### config.mk
export PLATFORM = sky130hd
export DESIGN_NAME = rdo_throttle
export DESIGN_NICKNAME = d
export VERILOG_FILES = /design/src/rtl/thr_pkg.sv /design/src/rtl/thr_level_hyst.sv /design/src/rtl/thr_pause_timer.sv /design/src/rtl/thr_notify.sv /design/src/rtl/rdo_throttle.sv
export SDC_FILE = /design/constraint.sdc
export NUM_CORES = 1
export LEC_CHECK = 0
export BUFFER_PORTS_ARGS = -buffer_cell sky130_fd_sc_hd__buf_2
export CORE_UTILIZATION = 45
export DETAILED_ROUTE_END_ITERATION = 6
export GPL_TIMING_DRIVEN = 1
export HOLD_SLACK_MARGIN = 0.05
export PLACE_DENSITY = 0.68
export SLEW_MARGIN = 20
export SYNTH_ARGS = -nofsm -noshare
export SYNTH_HDL_FRONTEND = slang
export SYNTH_HIERARCHICAL = 1
export SYNTH_SLANG_ARGS = --single-unit
### constraint.sdc
create_clock -name clk -period 5.7 [get_ports clk]
set_clock_uncertainty 0.1 [all_clocks]
set_input_delay 0.285 -clock clk [delete_from_list [all_inputs] [get_ports clk]]
set_output_delay 0.285 -clock clk [all_outputs]
set_load 0.05 [all_outputs]
### src/rtl/thr_pkg.sv
package thr_pkg;
  localparam int unsigned QUANTUM_BITS = 512;

  typedef struct packed {
    logic fifo;
    logic ext;
    logic pause;
  } thr_cause_t;

  function automatic int unsigned quantum_cycles(input int unsigned bits_per_cyc);
    return QUANTUM_BITS / bits_per_cyc;
  endfunction

  function automatic bit is_pow2(input int unsigned v);
    return (v != 0) && ((v & (v - 1)) == 0);
  endfunction
endpackage

### src/rtl/thr_level_hyst.sv
module thr_level_hyst (
  input  logic clk,
  input  logic rst,
  input  logic set_i,
  input  logic clr_i,
  output logic thr_o
);
  // set dominates clear; otherwise hold
  always_ff @(posedge clk) begin
    if (rst)        thr_o <= 1'b0;
    else if (set_i) thr_o <= 1'b1;
    else if (clr_i) thr_o <= 1'b0;
  end
endmodule

### src/rtl/thr_pause_timer.sv
module thr_pause_timer #(
  parameter int unsigned QUANTA_W     = 16,
  parameter int unsigned BITS_PER_CYC = 64
) (
  input  logic                clk,
  input  logic                rst,
  input  logic                load_i,
  input  logic [QUANTA_W-1:0] quanta_i,
  output logic                active_o
);
  import thr_pkg::*;
  localparam int unsigned CYC_PER_Q = quantum_cycles(BITS_PER_CYC);
  localparam int unsigned SHIFT     = $clog2(CYC_PER_Q);
  localparam int unsigned CNT_W     = QUANTA_W + SHIFT + 1;

  logic [CNT_W-1:0] load_val;
  logic [CNT_W-1:0] cnt_q;

  generate
    if (is_pow2(CYC_PER_Q)) begin : g_shift
      assign load_val = CNT_W'(quanta_i) << SHIFT;
    end else begin : g_mult
      assign load_val = CNT_W'(quanta_i) * CNT_W'(CYC_PER_Q);
    end
  endgenerate

  always_ff @(posedge clk) begin
    if (rst)                cnt_q <= '0;
    else if (load_i)        cnt_q <= load_val;
    else if (cnt_q != '0)   cnt_q <= cnt_q - 1'b1;
  end

  assign active_o = (cnt_q != '0);
endmodule

### src/rtl/thr_notify.sv
module thr_notify (
  input  logic clk,
  input  logic rst,
  input  logic busy_i,
  input  logic shutter_i,
  output logic busy_req_o,
  output logic cont_req_o,
  output logic shutter_o
);
  logic busy_prev_q;

  always_ff @(posedge clk) begin
    if (rst) begin
      busy_prev_q <= 1'b0;
      busy_req_o  <= 1'b0;
      cont_req_o  <= 1'b0;
      shutter_o   <= 1'b0;
    end else begin
      busy_prev_q <= busy_i;
      busy_req_o  <= busy_i & ~busy_prev_q;
      cont_req_o  <= ~busy_i & busy_prev_q;
      shutter_o   <= shutter_i & ~busy_i;
    end
  end
endmodule

### src/rtl/rdo_throttle.sv
module rdo_throttle #(
  parameter int unsigned QUANTA_W     = 16,
  parameter int unsigned BITS_PER_CYC = 64,
  parameter int unsigned EXT_STAGES   = 2
) (
  input  logic                clk,
  input  logic                rst,
  input  logic                fifo_afull_i,
  input  logic                fifo_alow_i,
  input  logic                pause_valid_i,
  input  logic [QUANTA_W-1:0] pause_quanta_i,
  input  logic                ext_fe_dis_i,
  input  logic                shutter_i,
  output logic                fe_veto_o,
  output logic                tx_pause_o,
  output logic                busy_req_o,
  output logic                cont_req_o,
  output logic                shutter_o
);
  import thr_pkg::*;

  thr_cause_t            cause;
  logic                  fifo_thr;
  logic [EXT_STAGES-1:0] ext_sr;
  logic                  busy_now;

  thr_level_hyst u_hyst (
    .clk   (clk),
    .rst   (rst),
    .set_i (fifo_afull_i),
    .clr_i (fifo_alow_i),
    .thr_o (fifo_thr)
  );

  generate
    if (EXT_STAGES == 1) begin : g_sync1
      always_ff @(posedge clk) begin
        if (rst) ext_sr <= '0;
        else     ext_sr <= ext_fe_dis_i;
      end
    end else begin : g_syncn
      always_ff @(posedge clk) begin
        if (rst) ext_sr <= '0;
        else     ext_sr <= {ext_sr[EXT_STAGES-2:0], ext_fe_dis_i};
      end
    end
  endgenerate

  thr_pause_timer #(
    .QUANTA_W     (QUANTA_W),
    .BITS_PER_CYC (BITS_PER_CYC)
  ) u_timer (
    .clk      (clk),
    .rst      (rst),
    .load_i   (pause_valid_i),
    .quanta_i (pause_quanta_i),
    .active_o (cause.pause)
  );

  assign cause.fifo = fifo_thr;
  assign cause.ext  = ext_sr[EXT_STAGES-1];
  assign busy_now   = |cause;
  assign fe_veto_o  = cause.fifo | cause.ext;
  assign tx_pause_o = cause.pause;

  thr_notify u_notify (
    .clk        (clk),
    .rst        (rst),
    .busy_i     (busy_now),
    .shutter_i  (shutter_i),
    .busy_req_o (busy_req_o),
    .cont_req_o (cont_req_o),
    .shutter_o  (shutter_o)
  );
endmodule

### Word level (Yosys, flattened, before mapping)

Index checks and enable logic that the tools add are counted.

| cells by class | value |
|---|---|
| reductions and logical operators | 5 |
| $add $sub $neg | 1 |
| bitwise logic cells | 6 |
| muxes and demuxes | 4 |

Operator list:

| operator | count |
|---|---|
| 19-bit two-way mux | 2 |
| 20-bit nonzero test | 1 |
| 20-bit by 1-bit subtractor with 20-bit output (second input constant) | 1 |
| 2-bit nonzero test | 2 |
| 1-bit bitwise AND | 3 |
| 3-bit OR reduction | 1 |
| 1-bit two-way mux | 2 |
| 1-bit inverter | 2 |
| 2-bit OR reduction | 1 |
| 1-bit bitwise OR | 1 |

| word-level totals | value |
|---|---|
| input bits | 23 |
| register bits | 27 |
| logic and storage cells | 24 |
| output and inout bits | 5 |

### Longest topological paths before layout

Gate-level depths: netlist of run 1.

| logic depth | value |
|---|---|
| depth after elaboration | 4 |
| depth in mapped cells | 8 |
| mapped depth without buffers | 7 |

### By module

Netlist of run 1, hierarchy kept.

Modules (own cells, without submodules):

| module | cells each | seq. area each (µm²) | times used | area an instance (µm²) |
|---|---|---|---|---|
| thr_pause_timer | 140 | 400.4 | 1 | 1,109.8 |
| thr_notify | 8 | 80.1 | 1 | 113.9 |
| rdo_throttle | 6 | 40.0 | 1 | 65.1 |
| thr_level_hyst | 4 | 20.0 | 1 | 38.8 |

### Least setup slack after synthesis of run 1

OpenSTA, ideal clock, no wires.

| timing path | value |
|---|---|
| path kind | reg2reg |
| start point | register u_timer.cnt_q[0] |
| end point | register u_notify.busy_req_o |
| clock period less this slack | 2.940 ns |
| data required time | 5.485 ns |
| slack | 2.760 ns |
| buffers on the path | 1 |
| setup time | 0.115 ns |
| data arrival time | 2.725 ns |
| cell stages (with the launch flop) | 9 |
| path through | dfxtp_1 > inv_1 > ha_1 > or4b_2 > clkbuf_1 > nor4_1 > nand2_1 > or3_1 > nor3b_2 |

| on the way | value |
|---|---|
| word-level cells in the longest chain between the ends | 3 |

Ends and longest elaborated chain:

| item | RTL line | source |
|---|---|---|
| start: declaration | thr_pause_timer.sv:17 | `logic [CNT_W-1:0] cnt_q;` |
| start signal: assignment | thr_pause_timer.sv:29 | `else if (load_i) cnt_q <= load_val;` |
| start signal: assignment | thr_pause_timer.sv:30 | `else if (cnt_q != '0) cnt_q <= cnt_q - 1'b1;` |
| 20-bit nonzero test | thr_pause_timer.sv:33 | `assign active_o = (cnt_q != '0);` |
| net tx_pause_o | rdo_throttle.sv:15 | `output logic tx_pause_o,` |
| 3-bit OR reduction | rdo_throttle.sv:62 | `assign busy_now = \|cause;` |
| net busy_now | rdo_throttle.sv:25 | `logic busy_now;` |
| 1-bit bitwise AND | thr_notify.sv:20 | `busy_req_o <= busy_i & ~busy_prev_q;` |
| end signal: assignment | thr_notify.sv:20 |  |
| end: declaration | thr_notify.sv:6 | `output logic busy_req_o,` |

The timed path passes the listed nets, and every way through them passes these cells.
A chain may end at the register's enable or synchronous reset.

### Worst setup path after layout of run 1

| timing path | value |
|---|---|
| start point | register u_timer.cnt_q[0] |
| end point | output port tx_pause_o |

| on the way | value |
|---|---|
| word-level cells in the longest chain between the ends | 1 |

Ends and longest elaborated chain:

| item | RTL line |
|---|---|
| 20-bit nonzero test | thr_pause_timer.sv:33 |
| end: declaration | rdo_throttle.sv:15 |

No other way between the ends.

==> results of run 1 <==
cell families (layout without fill, tap and decap cells):
kind of cell	after synthesis	count (layout)
AO/OA/AOI/OAI	38	38
XOR/XNOR	9	9
adder cells (fa/ha/maj)	1	1
buffers and inverters	18	41
flip-flops	27	27
multiplexers	1	1
AND/OR/NAND/NOR	64	64
worst min-delay path, cell delays in order:
cell and delay [ps]:
buf_2 70, nand2_1 30, o21ai_0 60
cells in the mapped netlist, drive strengths merged:
cell / instances
o21ai: 10
o21bai: 1
nand2b: 1
o311ai: 1
a211oi: 1
nor2: 8
a22oi: 1
xnor2: 6
a31oi: 1
mux2i: 1
nor3b: 4
a21oi: 10
or2: 3
nor4: 7
o31a: 2
or4: 7
o211ai: 1
or4b: 2
a221oi: 2
ha: 1
clkbuf: 9
or3: 6
nand3b: 1
o41ai: 1
a2111oi: 2
inv: 7
nand2: 14
a32oi: 1
buf: 2
dfxtp: 27
xor2: 3
nor2b: 4
a31o: 2
nand3: 1
nor3: 6
o31ai: 2
cell type report:
type / count / area share
inverters: 7 / 0.0173
multi-input cells: 113 / 0.473
flip-flops and latches: 27 / 0.357
clock buffers: 3 / 0.0149
well taps: 31 / 0.0256
clock inverters: 1 / 0.00330
repair buffers: 30 / 0.109
cell usage in the layout, fill, tap and decap left out, drive strengths merged, types with 7 or more instances in the layout:
cell type	instances
buf	27
inv	7
o21ai	10
nor4	7
dfxtp	27
a21oi	10
nand2	14
or4	7
nor2	8
per-layer routing:
metal | up-vias | global-route usage | wire (um)
li1 | 626 | - | -
met1 | 539 | 0.272 | 1360
met2 | 40 | 0.355 | 1390
met3 | 2 | 0.0207 | 151
met4 | 0 | 0.0732 | 21
met5 | - | 0 | 0
sequential cells by signal, summed over array words and instances (netlist names):
name and cells:
ext_sr 2, u_timer/cnt_q 20, u_notify/busy_req_o 1, u_notify/busy_prev_q 1, u_hyst/thr_o 1, u_notify/cont_req_o 1
u_notify/shutter_o 1
worst max path at each step:
stage                                              from                        endpoint  slack, ps
final                     u_timer/cnt_q[0]$_SDFFE_PP0P_                      tx_pause_o       2570
after CTS                 u_timer/cnt_q[0]$_SDFFE_PP0P_                      tx_pause_o       2600
after global routing      u_timer/cnt_q[0]$_SDFFE_PP0P_                      tx_pause_o       2400
after floorplan           u_timer/cnt_q[0]$_SDFFE_PP0P_  u_notify/busy_req_o$_SDFF_PP0_       2760
after global placement    u_timer/cnt_q[0]$_SDFFE_PP0P_  u_notify/busy_req_o$_SDFF_PP0_       2940
after detailed placement  u_timer/cnt_q[0]$_SDFFE_PP0P_  u_notify/cont_req_o$_SDFF_PP0_       2810
power breakdown:
part           total, mW  internal (mW)  switching (mW)
logic             0.0948         0.0412          0.0536
clock network     0.0817         0.0263          0.0554
registers          0.218          0.203          0.0151
total              0.395          0.271           0.124
==> results.md, run 1 <==
- The flow ran to the end, and the final reports show no timing, DRC or antenna violations.
- The worst hold path terminates at u_timer/cnt_q[10]$_SDFFE_PP0P_.
- The worst hold path was traced through 3 stages.
- The placed instance count is 205.
- The die outline width is 56.3 um.
- Power spread over the standard cell area amounts to 261 mW/mm^2.
- In this run the worst hold path is classified as in2reg.
- The hold buffer count at CTS is 3.
- Setup slack on the critical path of the routed design comes to 2570 ps.
- Of the cells placed in the final design, the portion with a size suffix greater than 1 is 0.210.
- Walking the worst path, the cells encountered are inv_1, ha_1, or4b_2, nor4_1, nand2_1, buf_2.
- The clock tree from TritonCTS is built.
- In this run the most critical hold path is launched from pause_quanta_i[7].
- Across the VDD grid, the largest voltage drop is 0.000177 V.
- The die covers 0.00317 sq mm.
- The first-pass GRT wire length is 5.29 mm.
- The largest net degree at the start of global routing is 21.
- The clock-pin slew reported for the worst setup and hold paths after clock tree synthesis is around 150 ps.
- Of the post-synthesis cell area, the dominant cell type holds 0.407.
- Of all nets on the critical path, the largest fanout is 6.
- Max-cap violations in this run came to 0.
- The instance count on the critical path is 6.
- The via count of the first global-routing pass is 1231.
- The total wirelength of the detailed-routed design is slightly below 3 mm.
- Once the clock tree was built, the setup fixing pass inserted 0 buffers.
- The first routing iteration left 56 violations.
- The area of all sequential standard cells is 541 sq um.
- Of the post-synthesis cell area, the part taken by muxes is 0.00754.
- The clock net in this run drives a total of 27 sinks.
- The end-of-flow core utilization is 0.545.
- Using the TritonRoute via totals, the vias-per-cell ratio works out to 5.69.
- In this design, the largest share of critical-path delay is due to simple AND/OR/NAND/NOR gates.
- Static timing analysis puts the maximum clock frequency at 319 MHz.
- The total chip power is 395 uW.
- The total core area is 0.00278 sq mm.
- For this run, the detailed router's first-pass iteration total came to 4.
- In this run the number of H-tree levels came out at 1.
- After synthesis the cells add up to 0.00133 sq mm.
- The final max-slew violation count is 0.
- The initial utilization of the core area, before any placement, comes to 0.477.
- The synthesized net count is 182.
- The maximum single-stage delay on the critical path is 680 ps.
- STA classifies the critical path startpoint as a register.
- The clock reaches the later pin of the worst-skew pair after 320 ps.
- After filler insertion, the fill cell instance count of the layout stands at 263.
- Summed over all cells, the static leakage comes to 0.596 nW.
- The critical register-to-register path startpoint is u_timer/cnt_q[0]$_SDFFE_PP0P_.
- Counting cells, the worst reg-to-reg path comes to 7.
- After synthesis, the cell types taking the most area are dfxtp_1 (41%), nand2_1 (4.0%), or4_1 (4.0%).
- The worst hold slack across all endpoints is 59.2 ps.
- After detailed routing, the number of remaining DRC violations is 0.
- The routed design could run at a clock period as short as 3130 ps.
- After synthesis, the netlist uses about 40 different library cells.
- Among all stages on the critical path, the largest delay is contributed by or4b_2.
- The transition time at the pin with the least slew margin is 703 ps.
- The routed layout has about 1200 vias.
- Setup repair after global routing left no endpoint under its margin.
- The worst register-to-register path has a setup slack of 2700 ps.
- For this run, the register share of the synthesized area comes to 0.407.
- For the worst setup path, the data required time is 5320 ps.
- The flip-flop and latch count after synthesis is 27.
- Counting every instance in the synthesized netlist gives 158.
- Of the total synthesized cell area, the portion taken by full adders, half adders and majority gates is 0.00943.
- The cell sitting at the root of the clock tree is a clkbuf_4.
- In this run the critical register-to-register path is captured at u_notify/cont_req_o$_SDFF_PP0_.
- Routability-driven placement finished with a final weighted congestion of just under 0.9.
- Summed over all instances, the cell type with the most area after synthesis is dfxtp_1.
- The HPWL after detailed placement is about 2.1 mm.
- In the final routed layout, each cell accounts on average for around 14 um.
- The count of endpoints failing setup in the final report is 0.
- The pre-CTS setup slack is 2810 ps.
- The number of antenna violations at the first check in global routing was 0.
- The total of cells resized after clock tree synthesis is 0.
- The hold violation count in the final report is 0.
- The number of buffers created by CTS is 3.
- The number of port buffers is 27.
- The worst slew margin relative to its limit is 0.527.
- The number of buffers between clock root and the deepest sink is 2.
- The I/O pin count is 28.
- With fillers left out, the area of the finished cells amounts to roughly 0.0015 sq mm.
- For this run, the post-layout net count is 206.
- The aggregate global-route resource usage is 0.208.
- After global routing the overflow that remains totals 0.
- The number of nets with antenna violations after detailed routing is 0.
- In the finished design, the share of the clock period the worst path needs comes to 0.550.
- The multi-input logic area is 717 sq um.
- The floorplan has 19 rows.
- The die is 56.3 um tall.
- 0 antenna diodes ended up in the layout.
- In the final timing run, aggregate negative setup slack is 0 ps.
- Together, buffers and inverters on the worst path number 2.
- The instance area after placement is 0.00146 sq mm.
- Compared with the post-synthesis result, the final layout area differs by 14.1%.
- The type of the setup path with the least slack is reg2out.
- The kind of capture point of the worst setup path is an output port.
- The arrival time at the worst endpoint is ~2800 ps.
- The dominant combinational cell family by area after synthesis is simple AND/OR/NAND/NOR gates.
- The post-layout instance count excluding filler cells is ~210.
- The synthesized-area fraction occupied by and/or/nand/nor cells is 0.274.
- The mean area per synthesized cell is 8.40 sq um.
- Of the total synthesized cell area, the portion taken by XOR and XNOR cells is 0.0594.
- Yosys printed 6 warnings.
- The compound-gate portion of the synthesized area is 0.189.
Power figures use the tool's default switching activity.
==> run 2: changes to the inputs <==
- clock period: 5.7 -> 3 ns (I/O delays scaled with it)
==> results.md, run 2 (same netlist as run 1, synthesis figures left out) <==
- The clock tree from TritonCTS is built.
- The required time of the worst setup path came to 3170 ps (-2150 ps).
- The worst hold path endpoint is u_timer/cnt_q[4]$_SDFFE_PP0P_.
- The number of post-CTS setup repair buffers is 0 (unchanged).
- The clock insertion delay at the later pin of the skew report is 330 ps (about the same).
- The total number of vias came to 1285 (+6.5%).
- The flow ran to the end, and the final reports show no timing, DRC or antenna violations.
- The fraction of layout cells with a size suffix above 1 is 0.201 (-0.00894).
- The number of buffers between clock root and the deepest sink came to 2 (unchanged).
- The count of nets after finishing is 224 (+8.7%).
- The detailed-routing iteration count for the pre-antenna-repair pass is 4 (unchanged).
- Ranked by flip-flop count, first place goes to u_timer/cnt_q.
- In the final layout, the registers with the most flip-flops are u_timer/cnt_q (20), ext_sr (2).
- The worst-path maximum fanout is 12 (+6).
- The worst register-to-register path ends at u_timer/cnt_q[18]$_SDFFE_PP0P_.
- The die outline width is 56.3 um (unchanged).
- The startpoint identified for the worst hold timing path is pause_valid_i.
- The post-route setup TNS is 0 ps (unchanged).
- The via density per instance came to 5.59 (-1.9%).
- The number of port buffers is 27 (unchanged).
- The DRC violation total after the first TritonRoute iteration came to 43 (-23%).
- The via count of the first global-routing pass is 1263 (+2.6%).
- The number of buffers created by CTS is 3 (unchanged).
- The internal power summed over all cells is 531 uW (+96%).
- The hold path depth was 3 (unchanged).
- The switching part of the total came to 0.312 (-0.00247).
- The flip-flop count of the largest register, all copies and words added came to 20 (unchanged).
- The total core area is 0.00278 sq mm (unchanged).
- The aggregate global-route resource usage is 0.209 (+0.00146).
- The total overflow reported by the global router is 0 (unchanged).
- The worst slew margin relative to its limit is 0.565 (+0.0376).
- The cell sitting at the root of the clock tree is a clkbuf_4.
- STA classifies the critical path startpoint as a register.
- Compared with the post-synthesis result, the final layout area differs by 27.3%.
- The remaining routing DRC violations came to 0 (unchanged).
- The min-delay analysis places its worst path in the category in2reg.
- The period utilization is 0.923.
- The number of nets with antenna violations after detailed routing was 0 (unchanged).
- The kind of capture point of the worst setup path is a register.
- The sequential share of power is 0.538 (-0.015).
- In the layout the commonest cells are dfxtp_1 (27), buf_2 (27), dlygate4sd3_1 (19).
- The detail-routed net length per standard cell is 12.8 um (-7.0%).
- The HPWL after detailed placement is 2.06 mm (-1.9%).
- The combinational share of power is 0.254 (+0.014).
- The leakage power total is 0.674 nW (+13%).
- The first-pass GRT wire length was 5.24 mm (-0.91%).
- The fraction of power consumed by the clock network was 0.208 (about the same).
- The final period demand of the worst path is 2770 ps.
- The largest net degree at the start of global routing was 21 (unchanged).
- The critical path is of the reg2reg type.
- The max-capacitance violation count came to 0 (unchanged).
- The total wirelength of the detailed-routed design is 2.95 mm (+0.86%).
- The die footprint came to 0.00317 sq mm (unchanged).
- The multi-input logic area was 717 sq um (unchanged).
- The maximum level of the CTS H-tree is 1 (unchanged).
- The critical register-to-register path startpoint is u_timer/cnt_q[0]$_SDFFE_PP0P_.
- The clock-pin slew reported for the worst setup and hold paths after clock tree synthesis came to 140 ps (about the same).
- The transition time at the pin with the least slew margin is 651 ps (-51.3 ps).
- The arrival time at the worst endpoint is 2940 ps (+190 ps).
- The cell area power density came to 456 mW/mm^2 (+75%).
- The I/O pin count is 28 (unchanged).
- The placement row count is 19 (unchanged).
- The antenna diode count was 0 (unchanged).
- Timing would allow up to 361 MHz.
- The final max-slew violation count is 0 (unchanged).
- The cell count of the worst reg-to-reg path is 6 (-1).
- The area of all sequential standard cells is 541 sq um (unchanged).
- The highest ir drop seen on vdd came to 0.000373 V (+110%).
- The register-to-register setup slack is 230 ps (-2470 ps).
- The number of antenna violations at the first check in global routing is 0 (unchanged).
- The initial core utilization is 0.477 (unchanged).
- The die extent in y is 56.3 um (unchanged).
- The reported net switching power is 240 uW (+94%).
- Setup repair after global routing left no endpoint under its margin.
- The count of endpoints failing setup in the final report is 0 (unchanged).
- The total chip power came to 771 uW (+95%).
- The hold violation count in the final report is 0 (unchanged).
- The number of filler instances in the final layout is 258 (-1.9%).
- The number of clock sinks is 27 (unchanged).
- The weighted congestion at the end of routability-driven global placement came to 0.859 (-2.8%).
==> run 2: cell types whose count changed in the layout (fill, tap and decap cells not counted), sizes merged <==
cell,before,now
buf,27,29
dlygate4sd3,3,19
==> run 2: worst max-delay path by stage <==
| stage | start | endpoint | slack (ps) | cells after the start |
|---|---|---|---|---|
| floorplan | u_timer/cnt_q[0]$_SDFFE_PP0P_ | u_notify/busy_req_o$_SDFF_PP0_ | 60 | 8 |
| global placement | u_timer/cnt_q[0]$_SDFFE_PP0P_ | u_timer/cnt_q[18]$_SDFFE_PP0P_ | 360 | 6 |
| detailed placement | u_timer/cnt_q[0]$_SDFFE_PP0P_ | u_timer/cnt_q[18]$_SDFFE_PP0P_ | 280 | 6 |
| CTS | u_timer/cnt_q[0]$_SDFFE_PP0P_ | u_timer/cnt_q[18]$_SDFFE_PP0P_ | 240 | 6 |
| global route | u_timer/cnt_q[0]$_SDFFE_PP0P_ | u_timer/cnt_q[14]$_SDFFE_PP0P_ | 60 | 6 |
| finish | u_timer/cnt_q[0]$_SDFFE_PP0P_ | u_timer/cnt_q[18]$_SDFFE_PP0P_ | 230 | 6 |
==> run 2: timing repair <==
item	CTS	global route
endpoints found under the setup margin	0	0
hold buffers	19	0
endpoints found under the hold margin	18	0
resized for setup	0	0
==> run 2: per-layer routing <==
layer / vias to the layer above / GRT usage / share of wire
met5: - / 0 / 0
met4: 0 / 0.122 / 0.031
met3: 9 / 0.0346 / 0.044
met2: 42 / 0.337 / 0.45
met1: 574 / 0.264 / 0.47
li1: 660 / - / -
==> run 2: final cells by class <==
| cell class | count | share of cell area |
|---|---|---|
| timing repair buffer | 48 | 0.201 |
| sequential | 27 | 0.320 |
| clock buffer | 3 | 0.0133 |
| tap | 31 | 0.0229 |
| inverter | 7 | 0.0155 |
| clock inverter | 1 | 0.00296 |
| multi-input combinational | 113 | 0.424 |
==> run 2: critical path: stages, from the launching register on <==
cell,delay (ps)
dfxtp_1,360
inv_1,80
ha_1,170
or4b_2,670
or4_1,630
or4_1,530
a31oi_1,170
==> run 2: through the flow <==
stage	instance area, sq um	utilization	setup slack, ps	std cells	hold WS [ps]
2_1_floorplan	1330	-	59.6	158	112
3_3_place_gp	1470	0.529	362	207	244
3_5_place_dp	1470	0.529	278	207	248
4_1_cts	1690	0.608	242	230	57.5
5_1_grt	1690	0.608	58.6	230	79.1
6_report	1690	0.608	232	230	74.0
==> run 2: power groups by stage <==
stage | clock network, mW | registers, mW | logic (mW)
CTS | 0.166 | 0.414 | 0.196
finish | 0.160 | 0.415 | 0.196
global route | 0.179 | 0.419 | 0.221
floorplan | 0 | 0.417 | 0.138
global placement | 0 | 0.421 | 0.172
detailed placement | 0 | 0.422 | 0.176
